### src/rtl/vec_shifter.sv
module vec_shifter #(
  parameter int WIDTH   = 8,
  parameter bit REG_OUT = 1'b1,
  localparam int CW     = $clog2(WIDTH) + 2
) (
  input  logic                 clk,
  input  logic                 rst_n,
  input  logic [WIDTH-1:0]     data_in,
  input  logic signed [CW-1:0] shift_amt,
  input  logic [2:0]           op,
  output logic [WIDTH-1:0]     data_out
);

  localparam logic [WIDTH-1:0] ONES = {WIDTH{1'b1}};
  localparam logic [CW-1:0]    WVAL = CW'(WIDTH);

  logic             neg;
  logic [CW-1:0]    mag;
  logic [CW-1:0]    rot;
  logic [2:0]       eff;
  logic [WIDTH-1:0] shl, shr, low_fill, high_fill, res;

  assign neg       = shift_amt[CW-1];
  assign mag       = neg ? CW'(-shift_amt) : CW'(shift_amt);
  assign rot       = mag % WVAL;
  assign eff       = (neg && op < 3'd6) ? {op[2:1], ~op[0]} : op;
  assign shl       = data_in << mag;
  assign shr       = data_in >> mag;
  assign low_fill  = ~(ONES << mag);
  assign high_fill = ~(ONES >> mag);

  always_comb begin
    case (eff)
      3'd0:    res = shl;
      3'd1:    res = shr;
      3'd2:    res = shl | (data_in[0] ? low_fill : '0);
      3'd3:    res = shr | (data_in[WIDTH-1] ? high_fill : '0);
      3'd4:    res = (data_in << rot) | (data_in >> (WIDTH - int'(rot)));
      3'd5:    res = (data_in >> rot) | (data_in << (WIDTH - int'(rot)));
      default: res = data_in;
    endcase
  end

  generate
    if (REG_OUT) begin : g_reg
      always_ff @(posedge clk or negedge rst_n) begin
        if (!rst_n) data_out <= '0;
        else        data_out <= res;
      end
    end else begin : g_comb
      logic unused_clk_rst;
      assign unused_clk_rst = clk ^ rst_n;
      assign data_out = res;
    end
  endgenerate

endmodule

### config.mk
export PLATFORM = sky130hd
export DESIGN_NAME = vec_shifter
export DESIGN_NICKNAME = d
export VERILOG_FILES = /design/src/rtl/vec_shifter.sv
export SDC_FILE = /design/constraint.sdc
export NUM_CORES = 1
export LEC_CHECK = 0
export ABC_CLOCK_PERIOD_IN_PS = 800
export BUFFER_PORTS_ARGS = -buffer_cell sky130_fd_sc_hd__buf_4
export CORE_ASPECT_RATIO = 0.7
export CORE_UTILIZATION = 64
export DETAILED_ROUTE_END_ITERATION = 10
export GPL_TIMING_DRIVEN = 0
export PLACE_DENSITY = 0.87
export RECOVER_POWER = 50
export REMOVE_ABC_BUFFERS = 1
export SLEW_MARGIN = 10
export SYNTH_ARGS = -nofsm -noshare
export SYNTH_HDL_FRONTEND = slang
export SYNTH_SLANG_ARGS = --single-unit
### constraint.sdc
create_clock -name clk -period 0.8 [get_ports clk]
set_input_delay 0.12 -clock clk [delete_from_list [all_inputs] [get_ports clk]]
set_output_delay 0.12 -clock clk [all_outputs]
set_load 0.03 [all_outputs]
==> impl_metrics.yaml, run 1 <==
outcome:
  status: "did not finish"
  lastStage: "global routing (5_1_grt)"
  firstError: "[ERROR GRT-0232] Routing congestion too high. Check the congestion heatmap in the GUI."
die:
  row_count: 16
  die_w_microns: 69.9
  io_pins: 26
  die_h_microns: 49.5
  initial_core_util_pct: 70.6
logic_synthesis:
  synth.avg_cell_area_sq_um: 7.67
  synth_area_leaders: "dfrtp_1 (9.7%), mux2i_1 (8.2%), nand2_1 (5.5%), nand3_1 (4.4%), mux4_2 (4.4%)"
  synth.ff_latch_count: 8
  synth_edf_count: 0
  synth.distinct_cells: 65
  synth_area_sq_um: 2060
  yosys_warnings: 0
  synth_flop_cell: "dfrtp_1"
  async_flop_share_pct: 100
  yosysTopAreaCellShare_pct: 9.70
  ys_seq_area_share_pct: 9.70
  synthCells: 269
  synth_top_area_cell: "dfrtp_1"
sta:
  grt_repair_worst_endpoint: "data_out[5]$_DFF_PN0_/D"
  worstEpCategory: "register data pin"
placed_design:
  dp_hpwl_microns: 4530
  gp_congestion: 1.02
  post-place-ws_ns: -2.30
  numPortBuffers: 25
global_route:
  grt_usage_pct: 83.5
  overflow: 38
  grt_max_degree: 25
clocking:
  numCtsBuffers: 3
  clock_path_buffers: 2
  cts-htree-levels: 1
  clock_sinks: 8
  cts_root_buffer: "clkbuf_8"
cells by family after synthesis:
family | Yosys count | share of synthesized area (%)
simple gates | 110 | 25.9
flops | 8 | 9.70
compound gates | 87 | 31.4
mux | 29 | 18.7
xor+xnor | 6 | 6.00
buf+inv | 28 | 7.70
fa+ha+maj | 1 | 0.606
per-stage QoR:
stage | setup TNS (ns) | instance area [sq um] | cells | hold WS, ns
detailed placement | -17.30 | 2180 | 305 | -0.0631
floorplan | -15.52 | 1910 | 243 | -0.176
global placement | -24.29 | 2150 | 304 | -0.0646
CTS | -8.53 | 2740 | 339 | 0.226
layer usage:
metal | overflow | track usage, %
met3 | 0 | 67.1
met5 | 0 | 38.1
met1 | 0 | 86.5
met4 | 31 | 89.3
met2 | 7 | 94.6
synth_stat cells, drive strengths merged (4+ instances only):
library cell	instances
a21oi	13
a31oi	7
and2	5
buf	18
clkbuf	8
dfrtp	8
mux2	5
mux2i	18
mux4	6
nand2	30
nand2b	10
nand3	18
nor2	23
nor2b	6
nor3	9
o211ai	6
o21ai	11
o22ai	4
o32a	4
xnor2	4
timing repair:
item | 4_1_cts
gates resized for setup | 45
setup endpoints to repair | 16
endpoints found under the hold margin | 8
hold buffers | 1
cloned | 3
setup buffers | 27
pin swaps | 11
==> inputs of run 2 (changes only) <==
--- a/config.mk
+++ b/config.mk
@@ -7,11 +7,10 @@
 export LEC_CHECK = 0
 export ABC_CLOCK_PERIOD_IN_PS = 800
 export BUFFER_PORTS_ARGS = -buffer_cell sky130_fd_sc_hd__buf_4
-export CORE_ASPECT_RATIO = 0.7
-export CORE_UTILIZATION = 64
+export CORE_UTILIZATION = 40
 export DETAILED_ROUTE_END_ITERATION = 10
 export GPL_TIMING_DRIVEN = 0
-export PLACE_DENSITY = 0.87
+export PLACE_DENSITY_LB_ADDON = 0.15
 export RECOVER_POWER = 50
 export REMOVE_ABC_BUFFERS = 1
 export SLEW_MARGIN = 10
==> run 2 against run 1 <==
- the flow now finishes, with violations (setup timing)
- synthesized cell count did not move
- synthesized area did not move
==> impl_metrics.yaml, run 2 <==
outcome:
  status: "finished, violations left"
  violations: "setup timing"
global_route:
  grt_pass1_wl_microns: 12000
  grt_max_degree: 25
  grt_pass1_vias: 2312
  antenna_found_initial: 0
  grt_usage_pct: 29.0
  overflow: 0
sta:
  grt_setup_unrepaired: "yes"
  slew_headroom_pct: 65.1
  worst_slack_ns: -1.09
  tns_ns: -8.56
  post-route-min-period_ns: 1.89
  tightest_slew_ns: 0.509
  hold_ws_ns: 0.275
  setup_violations: 16
  timing.final.crit_share_pct: 236
  hold_viol: 0
  slew_viol_final: 0
  fmax_mhz: 530
flow_run:
  drv_cap: 0
worst_setup_path:
  crit_fanout: 7
  crit_start: "shift_amt[0]"
  cp.arrival_ns: 1.98
  cp-start-kind: "primary input"
  endpoint_kind: "flip-flop"
  required_ns: 0.89
  path_class: "in2reg"
clocking:
  cts_root_buffer: "clkbuf_8"
  numCtsBuffers: 3
  clock_sinks: 8
  clkTransAtPathRegs_ns: 0.04
  cts-htree-levels: 1
  clock_path_buffers: 2
  cts_tree: "done"
logic_synthesis:
  synth_edf_count: 0
  ys_seq_area_share_pct: 9.70
  synth_top_area_cell: "dfrtp_1"
  async_flop_share_pct: 100
  synth_area_leaders: "dfrtp_1 (9.7%), mux2i_1 (8.2%), nand2_1 (5.5%), nand3_1 (4.4%), mux4_2 (4.4%)"
  synth_flop_cell: "dfrtp_1"
  yosysMostFrequentCell: "nand2_1"
  yosys_warnings: 0
  synth_area_sq_um: 2060
  synth.avg_cell_area_sq_um: 7.67
  yosys-top-cells-count: "nand2_1 (30), nor2_1 (22), nand3_1 (18), mux2i_1 (17), a21oi_1 (13)"
  synth.distinct_cells: 65
  synthCells: 269
  yosysTopAreaCellShare_pct: 9.70
  synth.ff_latch_count: 8
cells_and_area:
  diodes: 0
  mostFrequentLayoutCells: "buf_4 (39), nand2_1 (29), nor2_1 (21), nand3_1 (17), mux2i_1 (14)"
  largest_reg_flops: 8
  largestRegisters: "data_out (8)"
  drive_gt1_share_pct: 35.3
  fin_nets: 327
  design_area_sq_um: 2830
  final_common_cell: "buf_4"
  top_register: "data_out"
  fillers: 419
  area_growth_syn_to_layout_pct: 37.2
detailed_routing:
  first_pass_iters: 6
  drc: 0
  wl_microns: 7890
  wl_per_cell_microns: 21.2
  vias: 2577
  ant_nets: 0
  via_per_inst: 6.91
  first_iter_violations: 369
placed_design:
  dp_hpwl_microns: 4580
  gp_congestion: 0.977
  numPortBuffers: 25
  dpl_cell_area_sq_um: 2220
die:
  die_w_microns: 73.8
  core_sq_um: 4850
  row_count: 25
  dieArea_sq_um: 5450
  io_pins: 26
  die_h_microns: 73.8
  initial_core_util_pct: 42.6
hold_path:
  holdPathEnd: "data_out[2]"
  hold_path_startpoint: "data_in[2]"
  holdPathStages: 2
  hold_class: "in2reg"
pwr:
  p_leak_uw: 0.00110
  p_per_area_nw_per_um2: 1170
  ir_drop_mv: 0.784
==> run 2: how the worst max path moves through the flow <==
stage	endpoint	slack, ns	cells after the start
floorplan	data_out[6]	-2.02	8
global placement	data_out[6]	-3.39	9
detailed placement	data_out[1]	-2.35	9
CTS	data_out[7]	-1.08	9
global route	data_out[5]	-1.15	8
finish	data_out[7]	-1.09	9
==> run 2: layout make-up <==
class | instances | area (sq um) | area share, %
Clock buffer | 3 | 41.3 | 1.46
Timing Repair Buffer | 59 | 612 | 21.6
Sequential cell | 8 | 200 | 7.07
Inverter | 2 | 25.0 | 0.883
Tap cell | 67 | 83.8 | 2.96
Multi-Input combinational cell | 234 | 1870 | 66.0
==> run 2: what timing repair did <==
item / CTS / global route
gates cloned: 3 / 0
buffers inserted: 24 / 6
resized for setup: 35 / 20
hold endpoints to repair: 8 / 0
pin swaps: 8 / 11
endpoints found under the setup margin: 16 / 16
hold buffers: 1 / 0
==> run 2: cell families after synthesis <==
family          Yosys count  share of synthesized area (%)
xor+xnor                  6                           6.00
mux                      29                           18.7
fa+ha+maj                 1                          0.606
simple gates            110                           25.9
buf+inv                  28                           7.70
compound gates           87                           31.4
flops                     8                           9.70
==> run 2: report_power, final <==
| group | switching [uW] | total (uW) | internal, uW |
|---|---|---|---|
| Combinational | 1290 | 2370 | 1080 |
| Sequential | 28.2 | 502 | 474 |
| Clock | 133 | 457 | 324 |
==> run 2: critical path: stages <==
cell and delay (ns):
buf_16 0.12, inv_12 0.05, ha_4 0.19, mux2i_4 0.18
clkbuf_16 0.19, mux4_2 0.53, a222oi_1 0.31, nand2b_1 0.19
a31oi_1 0.09
==> run 2: stage by stage <==
stage / instances / worst slack (ns) / total power (uW) / util, %
after floorplan: 243 / -2.02 / 1600 / -
after global placement: 335 / -3.39 / 2200 / 45.1
after detailed placement: 336 / -2.35 / 2230 / 45.8
after CTS: 367 / -1.08 / 3110 / 55.6
after global routing: 373 / -1.15 / 3460 / 58.4
final: 373 / -1.09 / 3330 / 58.4
==> run 2: layer usage <==
metal | GRT usage (%) | vias to the layer above | share of wire [%]
li1 | - | 1119 | -
met3 | 6.17 | 56 | 13
met2 | 44.6 | 242 | 44
met4 | 12.4 | 0 | 5.2
met1 | 38.9 | 1160 | 38
met5 | 0 | - | 0
Note: power is estimated with default switching activity, not from simulation.
